## config.mk

```make
export PLATFORM = sky130hd
export DESIGN_NAME = fullmap_dir_ctrl
export DESIGN_NICKNAME = d
export VERILOG_FILES = /design/src/rtl/fullmap_dir_ctrl.sv
export SDC_FILE = /design/constraint.sdc
export NUM_CORES = 1
export LEC_CHECK = 0
export BUFFER_PORTS_ARGS = -buffer_cell sky130_fd_sc_hd__buf_2
export CORE_UTILIZATION = 25
export DETAILED_ROUTE_END_ITERATION = 8
export PLACE_DENSITY = 0.49
export SLEW_MARGIN = 15
export SYNTH_ARGS = -nofsm -noshare
export SYNTH_HDL_FRONTEND = slang
export SYNTH_SLANG_ARGS = --single-unit
```

## constraint.sdc

```tcl
create_clock -name clk -period 3.35 [get_ports clk]
set_clock_uncertainty 0.15 [all_clocks]
set_input_delay 0.335 -clock clk [delete_from_list [all_inputs] [get_ports clk]]
set_output_delay 0.335 -clock clk [all_outputs]
set_load 0.005 [all_outputs]
```

## src/rtl/fullmap_dir_ctrl.sv

```systemverilog
module fullmap_dir_ctrl #(
  parameter int N    = 4,
  parameter int NBLK = 8,
  parameter int DW   = 16
) (
  input  logic                    clk,
  input  logic                    rst_n,
  input  logic                    req_valid,
  output logic                    req_ready,
  input  logic [$clog2(N)-1:0]    req_src,
  input  logic                    req_write,
  input  logic [$clog2(NBLK)-1:0] req_blk,
  output logic [N-1:0]            inv_valid,
  output logic                    inv_recall,
  output logic [$clog2(NBLK)-1:0] inv_blk,
  input  logic [N-1:0]            ack_valid,
  input  logic [DW-1:0]           ack_data,
  output logic                    rsp_valid,
  output logic [$clog2(N)-1:0]    rsp_dst,
  output logic                    rsp_grant,
  output logic [DW-1:0]           rsp_data
);
  localparam int CW = $clog2(N);
  localparam int BW = $clog2(NBLK);
  localparam int KW = $clog2(N + 1);

  typedef enum logic [1:0] {S_IDLE, S_INV, S_WAIT, S_RSP} st_t;

  st_t           st;
  logic [N-1:0]  pres  [NBLK];
  logic [NBLK-1:0] dirty;
  logic [DW-1:0] mem   [NBLK];
  logic [CW-1:0] src_q;
  logic [BW-1:0] blk_q;
  logic          wr_q;
  logic [N-1:0]  tgt_q;
  logic [KW-1:0] cnt_q;

  function automatic logic [KW-1:0] pop(input logic [N-1:0] v);
    logic [KW-1:0] c = '0;
    for (int i = 0; i < N; i++) c = c + KW'(v[i]);
    return c;
  endfunction

  logic [N-1:0]  req_bit, new_tgt, hit;
  logic [KW-1:0] cnt_nxt;

  assign req_bit = N'(1) << req_src;
  assign new_tgt = (req_write || dirty[req_blk]) ? (pres[req_blk] & ~req_bit) : '0;
  assign hit     = ack_valid & tgt_q;
  assign cnt_nxt = cnt_q - pop(hit);

  assign req_ready  = (st == S_IDLE);
  assign inv_valid  = (st == S_INV) ? tgt_q : '0;
  assign inv_recall = ~wr_q;
  assign inv_blk    = blk_q;
  assign rsp_valid  = (st == S_RSP);
  assign rsp_dst    = src_q;
  assign rsp_grant  = wr_q;
  assign rsp_data   = mem[blk_q];

  always_ff @(posedge clk) begin
    if (!rst_n) begin
      st    <= S_IDLE;
      src_q <= '0;
      blk_q <= '0;
      wr_q  <= 1'b0;
      tgt_q <= '0;
      cnt_q <= '0;
      dirty <= '0;
      for (int b = 0; b < NBLK; b++) begin
        pres[b] <= '0;
        mem[b]  <= DW'(b);
      end
    end else begin
      case (st)
        S_IDLE: if (req_valid) begin
          src_q <= req_src;
          blk_q <= req_blk;
          wr_q  <= req_write;
          tgt_q <= new_tgt;
          cnt_q <= pop(new_tgt);
          st    <= (new_tgt != '0) ? S_INV : S_RSP;
        end
        S_INV, S_WAIT: begin
          tgt_q <= tgt_q & ~ack_valid;
          cnt_q <= cnt_nxt;
          if (dirty[blk_q] && hit != '0) mem[blk_q] <= ack_data;
          st <= (cnt_nxt == '0) ? S_RSP : S_WAIT;
        end
        S_RSP: begin
          if (wr_q) begin
            pres[blk_q]  <= N'(1) << src_q;
            dirty[blk_q] <= 1'b1;
          end else begin
            pres[blk_q]  <= pres[blk_q] | (N'(1) << src_q);
            dirty[blk_q] <= 1'b0;
          end
          st <= S_IDLE;
        end
        default: st <= S_IDLE;
      endcase
    end
  end

  assert_stall_after_accept_R8: assert property (@(posedge clk) disable iff (!rst_n)
    (req_valid && req_ready) |=> !req_ready);

  assert_inv_excludes_writer_R3: assert property (@(posedge clk) disable iff (!rst_n)
    (inv_valid != '0 && !inv_recall) |-> ((inv_valid & (N'(1) << rsp_dst)) == '0));

  assert_recall_single_owner_R6: assert property (@(posedge clk) disable iff (!rst_n)
    (inv_valid != '0 && inv_recall) |-> $onehot(inv_valid));

  assert_rsp_after_all_acks_R4: assert property (@(posedge clk) disable iff (!rst_n)
    rsp_valid |-> (cnt_q == '0 && tgt_q == '0));

  assert_rsp_single_pulse_R4: assert property (@(posedge clk) disable iff (!rst_n)
    rsp_valid |=> !rsp_valid);

  assert_dirty_single_holder_R5: assert property (@(posedge clk) disable iff (!rst_n)
    (rsp_valid && rsp_grant) |=> (pres[blk_q] == (N'(1) << src_q) && dirty[blk_q]));
endmodule

```

* Word-level counts from Yosys, hierarchy flattened
Memory sizes are Yosys's and may differ from the RTL's. A register that Yosys moved wholly into a read port is not among the register bits.
Index checks and enable logic that the tools add are counted.
** Storage, ports and cells
- Input port bits :: 29
- Memories kept :: 2
- Memory bits (writable) :: 160
- Output and inout bits :: 29
- Word-level logic and storage cells :: 90
- Register bits after elaboration :: 23
** Operators by class
- Add/sub/neg operators :: 7
- Bitwise logic cells :: 11
- Order comparisons :: 3
- Mux-type cells :: 41
- Equality and inequality tests :: 4
- Shifts and indexed selects :: 2
- Reductions and logical operators :: 13
** Memories
- mem :: depth 8, width 16, rd ports 1, clocked after memory_dff 1, write ports 8, line 32 : logic [DW-1:0] mem [NBLK];
- pres :: depth 8, width 4, rd ports 2, clocked after memory_dff 1, write ports 8, line 30 : logic [N-1:0] pres [NBLK];
** Operators by type and width (number)
- 3-bit 2-to-1 mux :: 7
- 4-bit 2-to-1 mux :: 5
- 1-bit 2-to-1 mux :: 19
- 16-bit 2-to-1 mux :: 1
- 16-bit OR reduction :: 1
- 4-bit bitwise AND :: 3
- 8-bit bitwise AND :: 1
- 3-bit by 4-bit less-than comparator with 1-bit output, second input constant :: 2
- 8-bit 2-to-1 mux :: 1
- 4-bit NOT :: 2
- 8-bit NOT :: 1
- 8-bit bitwise OR :: 1
- 4-bit one-hot mux with 2 select lines :: 1
- 4-bit nonzero test :: 2
- 1-bit by 2-bit left shift with 4-bit output, first input constant :: 2
- 2-bit by 1-bit adder with 3-bit output :: 2
- 3-bit by 1-bit adder with 3-bit output :: 2
- 1-bit binary-select mux with 3-bit select :: 2
- 2-bit one-hot mux with 3 select lines :: 1
- 3-bit one-hot mux with 2 select lines :: 1
- 1-bit by 1-bit adder with 2-bit output :: 2
- 2-bit == test, second input constant :: 2
- 2-bit 2-to-1 mux :: 2
- 4-bit bitwise OR :: 1
- 15 further kinds :: 17

* Depth between registers and ports, before layout
Gate-level depths: netlist (run 1).
- Depth after elaboration :: 9
- Depth in mapped cells :: 13
- Mapped depth without buffers :: 13

* Worst setup path after synthesis (run 1)
Ideal clock, no wire load.
- Kind :: input -> register
- From :: in ack_valid[1]
- To :: reg st[0]
- Data arrival time :: 3.464 ns
- Stages on the path :: 12
- Data required time :: 3.141 ns
- Setup time :: 0.059 ns
- Slack :: -0.322 ns
- Path buffers :: 0
- Cell sequence :: nand2_1 > fa_1 > fa_1 > inv_1 > fa_1 > inv_1 > ha_1 > or2_2 > fa_1 > or3_1 > o221ai_1 > o211a_1
** Between the ends
- Longest elaborated chain between the ends :: 8
** RTL lines
- from (decl) :: line 16 : input logic [N-1:0] ack_valid,
- 4-bit bitwise AND :: line 50 : assign hit = ack_valid & tgt_q;
- 1-bit by 1-bit adder with 2-bit output :: line 41 : for (int i = 0; i < N; i++) c = c + KW'(v[i]);
- 2-bit by 1-bit adder with 3-bit output :: line 41
- 3-bit by 1-bit adder with 3-bit output :: line 41
- 3-bit subtractor :: line 51 : assign cnt_nxt = cnt_q - pop(hit);
- 3-bit logical NOT :: line 89 : st <= (cnt_nxt == '0) ? S_RSP : S_WAIT;
- 1-bit 2-to-1 mux :: line 89
- 2-bit one-hot mux with 3 select lines :: line 76 : case (st)
- to (signal assigned) :: line 83 : st <= (new_tgt != '0) ? S_INV : S_RSP;
- to (signal assigned) :: line 89
- to (decl) :: line 29 : st_t st;
Every way passes these cells.
A chain may end at the register's enable or synchronous reset.

* Worst setup path in the final report (run 1)
- From :: reg tgt_q[2]
- To :: reg st[0]
** Between the ends
- Longest elaborated chain between the ends :: 7
** RTL lines
- from (decl) :: line 36 : logic [N-1:0] tgt_q;
- from (signal assigned) :: line 81 : tgt_q <= new_tgt;
- from (signal assigned) :: line 86 : tgt_q <= tgt_q & ~ack_valid;
- 4-bit bitwise AND :: line 50
- 2-bit by 1-bit adder with 3-bit output :: line 41
- 3-bit by 1-bit adder with 3-bit output :: line 41
- 3-bit subtractor :: line 51
- 3-bit logical NOT :: line 89
- 1-bit 2-to-1 mux :: line 89
- 2-bit one-hot mux with 3 select lines :: line 76
Every way passes these cells.

==> reports/metrics.yaml, run 1 <==
status: "complete, but fails checks"
violations: "design-rule violations, negative setup slack"
final_common_cell: "edfxtp_1"
grt_pass1_wl_um: 35900
yosys_warnings: 0
synth_area_um2: 9150
fmax_mhz: 274
drive_gt1_share_pct: 29.0
netlist_instances: 677
cpPeakStageDelay_ns: 0.51
clk_transition_reported_paths_ns: 0.08
drv_cap: 0
dpl-instance-area_um2: 10200
die_h_um: 193
die_area_um2: 37400
min_from: "req_write"
multi_input_area_um2: 3640
worst_setup_path_start_kind: "flop"
seq_area_frac_synth_pct: 58.2
fin_crit_ns: 3.65
grtUsageTotal_pct: 13.0
area_growth_pct: 18.3
max_slew_margin_pct: 42.3
slew_violations: 0
setup_tns_ns: -0.572
rr_startpoint: "tgt_q[2]$_SDFFE_PN0P_"
crit_chain: "nand2_2 -> fa_1 -> fa_1 -> inv_1 -> fa_1 -> inv_2 -> ha_2 -> or2_4 -> fa_2 -> or3_1 -> o221ai_2 -> o211a_1"
nFillCells: 3624
synth_cell_type_count: 48
crit_type: "flop to flop"
regArea_um2: 5330
cts_sinks: 186
critical_path.startpoint: "tgt_q[2]$_SDFFE_PN0P_"
fin_util_pct: 30.2
worst_setup_path_end_kind: "flop"
cts_tree: "built"
wl_per_cell_um: 19.0
wl_um: 23400
cp_slowest_cell: "fa_1"
ys_seq_elements: 186
max_slew.worst_pin.slew_ns: 0.866
hold_violations: 0
cts_max_path_buffers: 2
synthFlopType: "edfxtp_1"
yosysTopAreaCell: "edfxtp_1"
h-tree-depth: 4
fp.coreArea_um2: 35800
grt_max_degree: 42
power.density_nw_per_um2: 572
grt_pass1_vias: 5716
place_hpwl_um: 15300
ys_async_sr_fraction_pct: 0
setup_viol: 3
pin_count: 58
vias: 5616
ir_drop_v: 0.000374
vias_per_cell: 4.55
synth_edf_count: 160
ant_nets: 0
synth_nets: 721
p_leak_nw: 3.94
start_util_pct: 25.5
cts-root-buf: "clkbuf_16"
mostFrequentLayoutCells: "160 x edfxtp_1, 122 x and2_1, 57 x buf_2"
placed_cells: 1199
final_cells: 1234
layout.nets: 803
critPathRequiredTime_ns: 3.59
synth.top_cell.area_share_pct: 52.5
p_total_mw: 6.19
timing.hold.ws_ns: 0.0251
port_buffers: 57
stdcell_area_um2: 10800
avgSynthCellArea_um2: 13.5
die_x_um: 193
grt-ovfl-total: 0
routabilityCongestion: 0.791
crit_arrival_ns: 3.90
cts_buffers: 17
crit_path_frequent_cell: "fa_1"
pre_cts_ws_ns: -0.517
rows: 69
drc: 2
hp-class: "primary input to flop"
rsz0062_at_grt: "yes"
antenna_found_initial: 1
synth_area_leaders: "edfxtp_1 53%, mux4_2 9.8%, and2_1 8.3%"
clk_latency_ns: 0.44
min_period_over_period_pct: 109
first_pass_iters: 8
critPathMaxFanout: 2
drt_iter0_markers: 343
setup_ws_ns: -0.304
-- final cells by class --
class | instances | area share (%)
flip-flops and latches | 186 | 49.3
well taps | 461 | 5.33
inverters | 12 | 0.416
diodes | 1 | 0.0231
multi-input cells | 441 | 33.6
clock inverters | 15 | 1.49
repair buffers | 101 | 5.92
clock buffers | 17 | 3.93
-- Yosys cell counts, types with 2 or more instances --
master and count:
a211oi_1 2, a21boi_0 12, a21oi_1 5, a21oi_2 3
a22oi_1 6, and2_1 122, buf_1 3, buf_2 15
buf_4 2, clkbuf_1 17, dfxtp_1 26, edfxtp_1 160
fa_1 6, ha_1 9, inv_1 10, inv_2 2
mux2_2 20, mux2i_1 27, mux4_2 40, nand2_1 44
nand2b_1 16, nand2b_2 2, nand3_1 29, nor2_1 45
nor2b_1 8, nor3_2 3, nor3_4 2, o211a_1 4
o21ai_0 12, or2_2 2, or3_1 5, or3b_1 2
-- layer usage --
layer | GRT usage, % | vias up | part of all wire, %
li1 | - | 2639 | -
met1 | 17.2 | 2848 | 46
met2 | 21.7 | 109 | 49
met3 | 2.72 | 20 | 3.9
met4 | 3.29 | 0 | 1.2
met5 | 0 | - | 0
-- report_power, final --
part           switching, mW  internal [mW]
Sequential             0.120           2.62
Clock                  0.982           1.05
Combinational          0.747          0.662
-- what timing repair did --
item / 4_1_cts / 5_1_grt
pin swaps: 5 / 2
setup buffers: 1 / 1
setup endpoints to repair: 3 / 3
resized for setup: 2 / 1
hold buffers: 0 / 0
-- cells by family after synthesis --
family,share of synthesized area [%]
and+or+nand+nor,17.2
DFF,58.2
muxes,15.3
AOI/OAI and AO/OA,4.21
buffers and inverters,2.42
adders and majority gates,2.54
xor gates and xnor gates,0.0958
-- worst paths after layout --
kind | to | slack (ns) | depth (start not counted)
worst max-delay path | st[0]$_SDFFE_PN0P_ | -0.30 | 12
worst min-delay path | rsp_grant$_SDFFE_PN0P_ | 0.03 | 3
worst max register to register | st[0]$_SDFFE_PN0P_ | -0.30 | 12
worst min register to register | flop | 0.33 | 2
-- sequential cells by signal, summed over array words and instances (netlist names), named ones only --
signal     cells
mem          128
tgt_q          4
rsp_grant      1
pres          32
st             2
cnt_q          3
rsp_dst        2
inv_blk        3
-- worst max-delay path, delay by kind of cell, from the launching register on --
kind / cells / cell delay [ns]
AOI/OAI and AO/OA: 2 / 0.30
DFF: 1 / 0.34
adders and majority gates: 5 / 2.10
buffers and inverters: 2 / 0.10
and+or+nand+nor: 3 / 0.63
(Power assumes the default switching activity.)
==> inputs of run 2 (changes only) <==
- ABC_AREA: not set -> 1
==> run 2 against run 1 <==
  * The run still ends with design-rule violations, negative setup slack left
  * Design area shrank 1.4%
  * Cell count grew 22%
  * Maximum frequency grew 1.6%
  * First-iteration DRC count grew 69%
  * Non-clock buffer count shrank 13
  * Synthesized area grew 0.14%
  * Critical endpoint unchanged
  * Largest cell class unchanged
  * Largest power group unchanged
==> reports/metrics.yaml, run 2 <==
vias_per_cell: 4.65
timing.hold.ws_ns: 0.0783
violations: "design-rule violations, negative setup slack"
timing.rr.end: "st[0]$_SDFFE_PN0P_"
start_util_pct: 25.6
place_hpwl_um: 16200
drive_gt1_share_pct: 15.9
top_regs: "mem x128, pres x32, tgt_q x4"
yosysTopAreaCell: "edfxtp_1"
clk_latency_ns: 0.44
routabilityCongestion: 0.814
hold_violations: 0
drc: 6
yosys_warnings: 0
grt_pass1_wl_um: 40200
p_leak_nw: 4.15
setup_ws_ns: -0.247
min_delay_path_depth: 3
grtUsageTotal_pct: 13.9
h-tree-depth: 4
hp-class: "primary input to flop"
cts_max_path_buffers: 2
wl_per_cell_um: 16.8
min_from: "req_write"
crit_chain: "nand2_2 -> fa_1 -> fa_1 -> inv_1 -> fa_1 -> inv_1 -> ha_2 -> or2_4 -> fa_2 -> xnor2_1 -> or3_1 -> a31oi_1"
synth_cell_type_count: 39
grt_max_degree: 79
worst_setup_path_end_kind: "flop"
crit_arrival_ns: 3.81
wl_um: 25300
final_cells: 1501
cp_slowest_cell: "fa_1"
grt_pass1_vias: 6917
largest_reg_flops: 128
cts_sinks: 186
clk_transition_reported_paths_ns: 0.07
avgSynthCellArea_um2: 9.41
r2r_setup_slack_ns: -0.25
vias: 6983
die_area_um2: 37400
cts_tree: "built"
nFillCells: 3746
grt-ovfl-total: 0
mostFrequentLayoutCells: "259 x nor2_1, 160 x edfxtp_1, 105 x o21ai_0"
synth_area_leaders: "edfxtp_1 52%, nor2_1 11%, o21ai_0 5.7%"
synth_area_um2: 9160
first_pass_iters: 7
largest-register: "mem"
max_slew_margin_pct: 40.2
cts-root-buf: "clkbuf_16"
final_common_cell: "nor2_1"
min_period_over_period_pct: 107
cpPeakStageDelay_ns: 0.53
ctsHoldBuffers: 0
synth.top_cell.area_share_pct: 52.5
dpl-instance-area_um2: 10000
fin_crit_ns: 3.60
worst_setup_path_start_kind: "flop"
synth_nets: 1017
port_buffers: 57
fin_util_pct: 29.8
fmax_mhz: 278
rr_startpoint: "tgt_q[1]$_SDFFE_PN0P_"
fp.coreArea_um2: 35800
seq_area_frac_synth_pct: 58.1
max_slew.worst_pin.slew_ns: 0.896
ant_nets: 0
crit_path_frequent_cell: "fa_1"
netlist_instances: 973
synth_edf_count: 160
ys_seq_elements: 186
synthFlopType: "edfxtp_1"
critPathRequiredTime_ns: 3.56
placed_cells: 1468
rows: 69
pin_count: 58
power.density_nw_per_um2: 659
ys_async_sr_fraction_pct: 0
drv_cap: 0
regArea_um2: 5330
slew_violations: 0
rsz0062_at_grt: "yes"
setup_viol: 3
area_growth_pct: 16.5
die_x_um: 193
crit_type: "flop to flop"
drt_iter0_markers: 579
ir_drop_v: 0.000370
antenna_found_initial: 1
layout.nets: 1070
r2r.worst_path.cells: 12
die_h_um: 193
hold-path-endpoint: "rsp_grant$_SDFFE_PN0P_"
cts_buffers: 17
synth.most_common_cell: "nor2_1"
stdcell_area_um2: 10700
status: "complete, but fails checks"
critPathMaxFanout: 3
yosys-top-cells-count: "259 x nor2_1, 160 x edfxtp_1, 105 x o21ai_0"
multi_input_area_um2: 3220
## run 2: cell types whose count changed in the layout (fill, tap and decap cells not counted), moves of 20 or more
cell     before  now
a21oi_1       5   28
o21ai_0      10  105
and2_1      122    0
a31oi_1       1   22
mux4_2       40    0
nor2_1       45  259
mux2i_1      27    0
nand2_1      42   89
nand3_1      29   51
inv_1         9   76
mux2_2       20    0
## run 2: kinds of logic (layout without fill, tap and decap cells)
group                      after synthesis  in the layout  synth area share (%)
xor gates and xnor gates                 1              1                0.0956
and+or+nand+nor                        440            440                  20.9
DFF                                    186            186                  58.1
buffers and inverters                  143            209                  7.02
other                                    0              1                     0
AOI/OAI and AO/OA                      188            188                  11.3
adders and majority gates               15             15                  2.54
## run 2: worst max-delay path by stage
stage / from / to
floorplan: tgt_q[3]$_SDFFE_PN0P_ / st[0]$_SDFFE_PN0P_
global placement: ack_valid[3] / st[0]$_SDFFE_PN0P_
detailed placement: ack_valid[3] / st[0]$_SDFFE_PN0P_
CTS: tgt_q[1]$_SDFFE_PN0P_ / st[0]$_SDFFE_PN0P_
global route: tgt_q[1]$_SDFFE_PN0P_ / st[0]$_SDFFE_PN0P_
finish: tgt_q[1]$_SDFFE_PN0P_ / st[0]$_SDFFE_PN0P_
## run 2: report_power, final
part / switching, mW / internal [mW] / total [mW]
combinational: 1.33 / 0.691 / 2.02
clock: 0.979 / 1.28 / 2.26
sequential: 0.0960 / 2.65 / 2.75
total: 2.40 / 4.62 / 7.03
## run 2: metal layers
| layer | GRT usage, % | part of all wire, % | vias up |
|---|---|---|---|
| met5 | 0 | 0 | - |
| met4 | 3.41 | 1.0 | 0 |
| met3 | 2.68 | 5.4 | 18 |
| met2 | 21.2 | 44 | 194 |
| met1 | 20.0 | 49 | 3366 |
| li1 | - | - | 3405 |
## run 2: repair_timing
| item | in CTS | in global routing |
|---|---|---|
| pin swaps | 3 | 0 |
| setup endpoints to repair | 3 | 3 |
| buffers inserted | 0 | 0 |
| gates resized for setup | 3 | 0 |
## run 2: layout make-up
type	count	share of cell area, %
diodes	1	0.0235
clock buffers	17	3.99
clock inverters	15	2.12
inverters	89	3.13
multi-input cells	644	30.2
flip-flops and latches	186	50.0
well taps	461	5.41
repair buffers	88	5.21
## run 2: stage by stage
stage	setup slack [ns]	TNS, ns	power [mW]
after detailed placement	-0.441	-1.01	4.81
after global routing	-0.353	-0.872	7.42
after global placement	-0.332	-0.682	4.78
after CTS	-0.257	-0.508	7.06
final	-0.247	-0.478	7.03
after floorplan	-0.144	-0.163	4.07
## run 2: worst max-delay path, delay by kind of cell (launching register included)
kind	cells	cell delay [ns]
adders and majority gates	5	2.05
and+or+nand+nor	3	0.60
DFF	1	0.34
xor gates and xnor gates	1	0.14
AOI/OAI and AO/OA	1	0.13
buffers and inverters	2	0.11
==> inputs of run 3 (changes only) <==
- CTS_BUF_LIST: not set -> sky130_fd_sc_hd__clkbuf_8
==> run 3 against run 2 <==
  * Wire length increased by 0.33%
  * Non-clock buffer count is the same
  * Critical path type unchanged
  * Critical path depth is 1 lower
  * Setup slack lost 0.016 ns
  * Via count rose by 0.44%
  * The run still ends with design-rule violations, negative setup slack left
  * Highest routed layer unchanged
  * Design area decreased by 1.8%
==> reports/metrics.yaml, run 3 (same netlist as run 2, synthesis figures left out) <==
largest-register: "mem"
clk_transition_reported_paths_ns: 0.10
die_x_um: 193
grtUsageTotal_pct: 13.8
cpPeakStageDelay_ns: 0.53
setup_viol: 3
setup_tns_ns: -0.528
max_slew.worst_pin.slew_ns: 0.895
critPathRequiredTime_ns: 3.60
die_area_um2: 37400
cts_max_path_buffers: 2
mostFrequentLayoutCells: "259 x nor2_1, 160 x edfxtp_1, 105 x o21ai_0"
cp.buffers_inverters: 2
grt-ovfl-total: 0
power.density_nw_per_um2: 623
wl_per_cell_um: 16.9
fp.coreArea_um2: 35800
first_pass_iters: 7
pin_count: 58
ctsHoldBuffers: 0
drt_iter0_markers: 620
cts_setup_buffers: 0
hold_violations: 0
grt_max_degree: 79
largest_reg_flops: 128
worst_setup_path_end_kind: "flop"
ir_drop_v: 0.000342
drive_gt1_share_pct: 15.9
drv_cap: 0
routabilityCongestion: 0.814
critPathTopFamily: "adder cells"
cp_slowest_cell: "fa_1"
h-tree-depth: 4
port_buffers: 57
critPathMaxFanout: 3
place_hpwl_um: 16200
slew_violations: 0
cts_sinks: 186
vias: 7014
fin_crit_ns: 3.61
cts_tree: "built"
drc: 6
rows: 69
final_common_cell: "nor2_1"
fin_util_pct: 29.2
crit_arrival_ns: 3.86
clk_latency_ns: 0.48
ant_nets: 0
max_slew_margin_pct: 40.3
vias_per_cell: 4.67
crit_type: "flop to flop"
crit_chain: "nand2_2 -> fa_1 -> fa_1 -> inv_1 -> fa_1 -> inv_1 -> ha_2 -> or2_4 -> fa_2 -> or3_1 -> a31oi_1"
setup_ws_ns: -0.263
p_leak_nw: 4.06
fmax_mhz: 277
grt_pass1_wl_um: 40100
status: "complete, but fails checks"
grt_pass1_vias: 6920
min_period_over_period_pct: 108
violations: "design-rule violations, negative setup slack"
start_util_pct: 25.6
top_regs: "mem x128, pres x32, tgt_q x4"
wl_um: 25300
die_h_um: 193
crit_path_frequent_cell: "fa_1"
area_growth_pct: 14.4
cts_buffers: 17
antenna_found_initial: 1
layout.nets: 1070
rsz0062_at_grt: "yes"
worst_setup_path_start_kind: "flop"
cts-root-buf: "clkbuf_8"
hp-class: "primary input to flop"
run 3: worst reg2reg max path, cell delays in order, from the launching register on:
cell	delay, ns
dfxtp_2	0.35
nand2_2	0.07
fa_1	0.51
fa_1	0.50
inv_1	0.05
fa_1	0.53
inv_1	0.06
ha_2	0.16
or2_4	0.23
fa_2	0.45
or3_1	0.36
a31oi_1	0.12
run 3: final cells by class:
class | count | area [µm²]
fill | 3765 | 25400
sequential | 186 | 5330
multi-input combinational | 644 | 3220
tap | 461 | 577
timing repair buffer | 88 | 556
inverter | 89 | 334
clock buffer | 17 | 234
clock inverter | 15 | 226
antenna | 1 | 2.50
run 3: report_power, final:
part / total, mW / switching (mW) / internal, mW / leakage, nW
Sequential: 2.75 / 0.0952 / 2.65 / 1.82
Clock: 1.76 / 0.917 / 0.842 / 0.225
Combinational: 2.02 / 1.33 / 0.691 / 2.01
run 3: path summary, 6_finish.rpt:
check | startpoint | to | slack [ns] | cells after the start
setup / recovery | tgt_q[1]$_SDFFE_PN0P_ | st[0]$_SDFFE_PN0P_ | -0.26 | 11
hold / removal | req_write | rsp_grant$_SDFFE_PN0P_ | 0.03 | 3
hold reg to reg | cnt_q[0]$_SDFFE_PN0P_ | cnt_q[0]$_SDFFE_PN0P_ | 0.35 | 2
setup reg to reg | tgt_q[1]$_SDFFE_PN0P_ | st[0]$_SDFFE_PN0P_ | -0.26 | 11
run 3: repair_timing:
item | CTS | global route
setup endpoints to repair | 3 | 3
endpoints found under the hold margin | 0 | 0
pin swaps | 3 | 0
gates resized for setup | 3 | 0
run 3: per-layer routing:
layer | track usage, % | up-vias | wire [µm]
met5 | 0 | - | 0
met4 | 3.32 | 0 | 301
met3 | 2.84 | 25 | 1470
met2 | 21.2 | 199 | 11200
met1 | 19.9 | 3384 | 12400
li1 | - | 3406 | -
run 3: per-stage QoR:
| step | total power, mW | std cells | hold slack [ns] | area [µm²] | worst slack (ns) |
|---|---|---|---|---|---|
| floorplan | 4.07 | 973 | 0.321 | 9170 | -0.144 |
| global placement | 4.78 | 1468 | 0.336 | 10000 | -0.332 |
| detailed placement | 4.81 | 1468 | 0.345 | 10000 | -0.441 |
| CTS | 6.57 | 1500 | 0.00431 | 10500 | -0.268 |
| global route | 6.92 | 1501 | 0.0488 | 10500 | -0.368 |
| finish | 6.52 | 1501 | 0.0329 | 10500 | -0.263 |
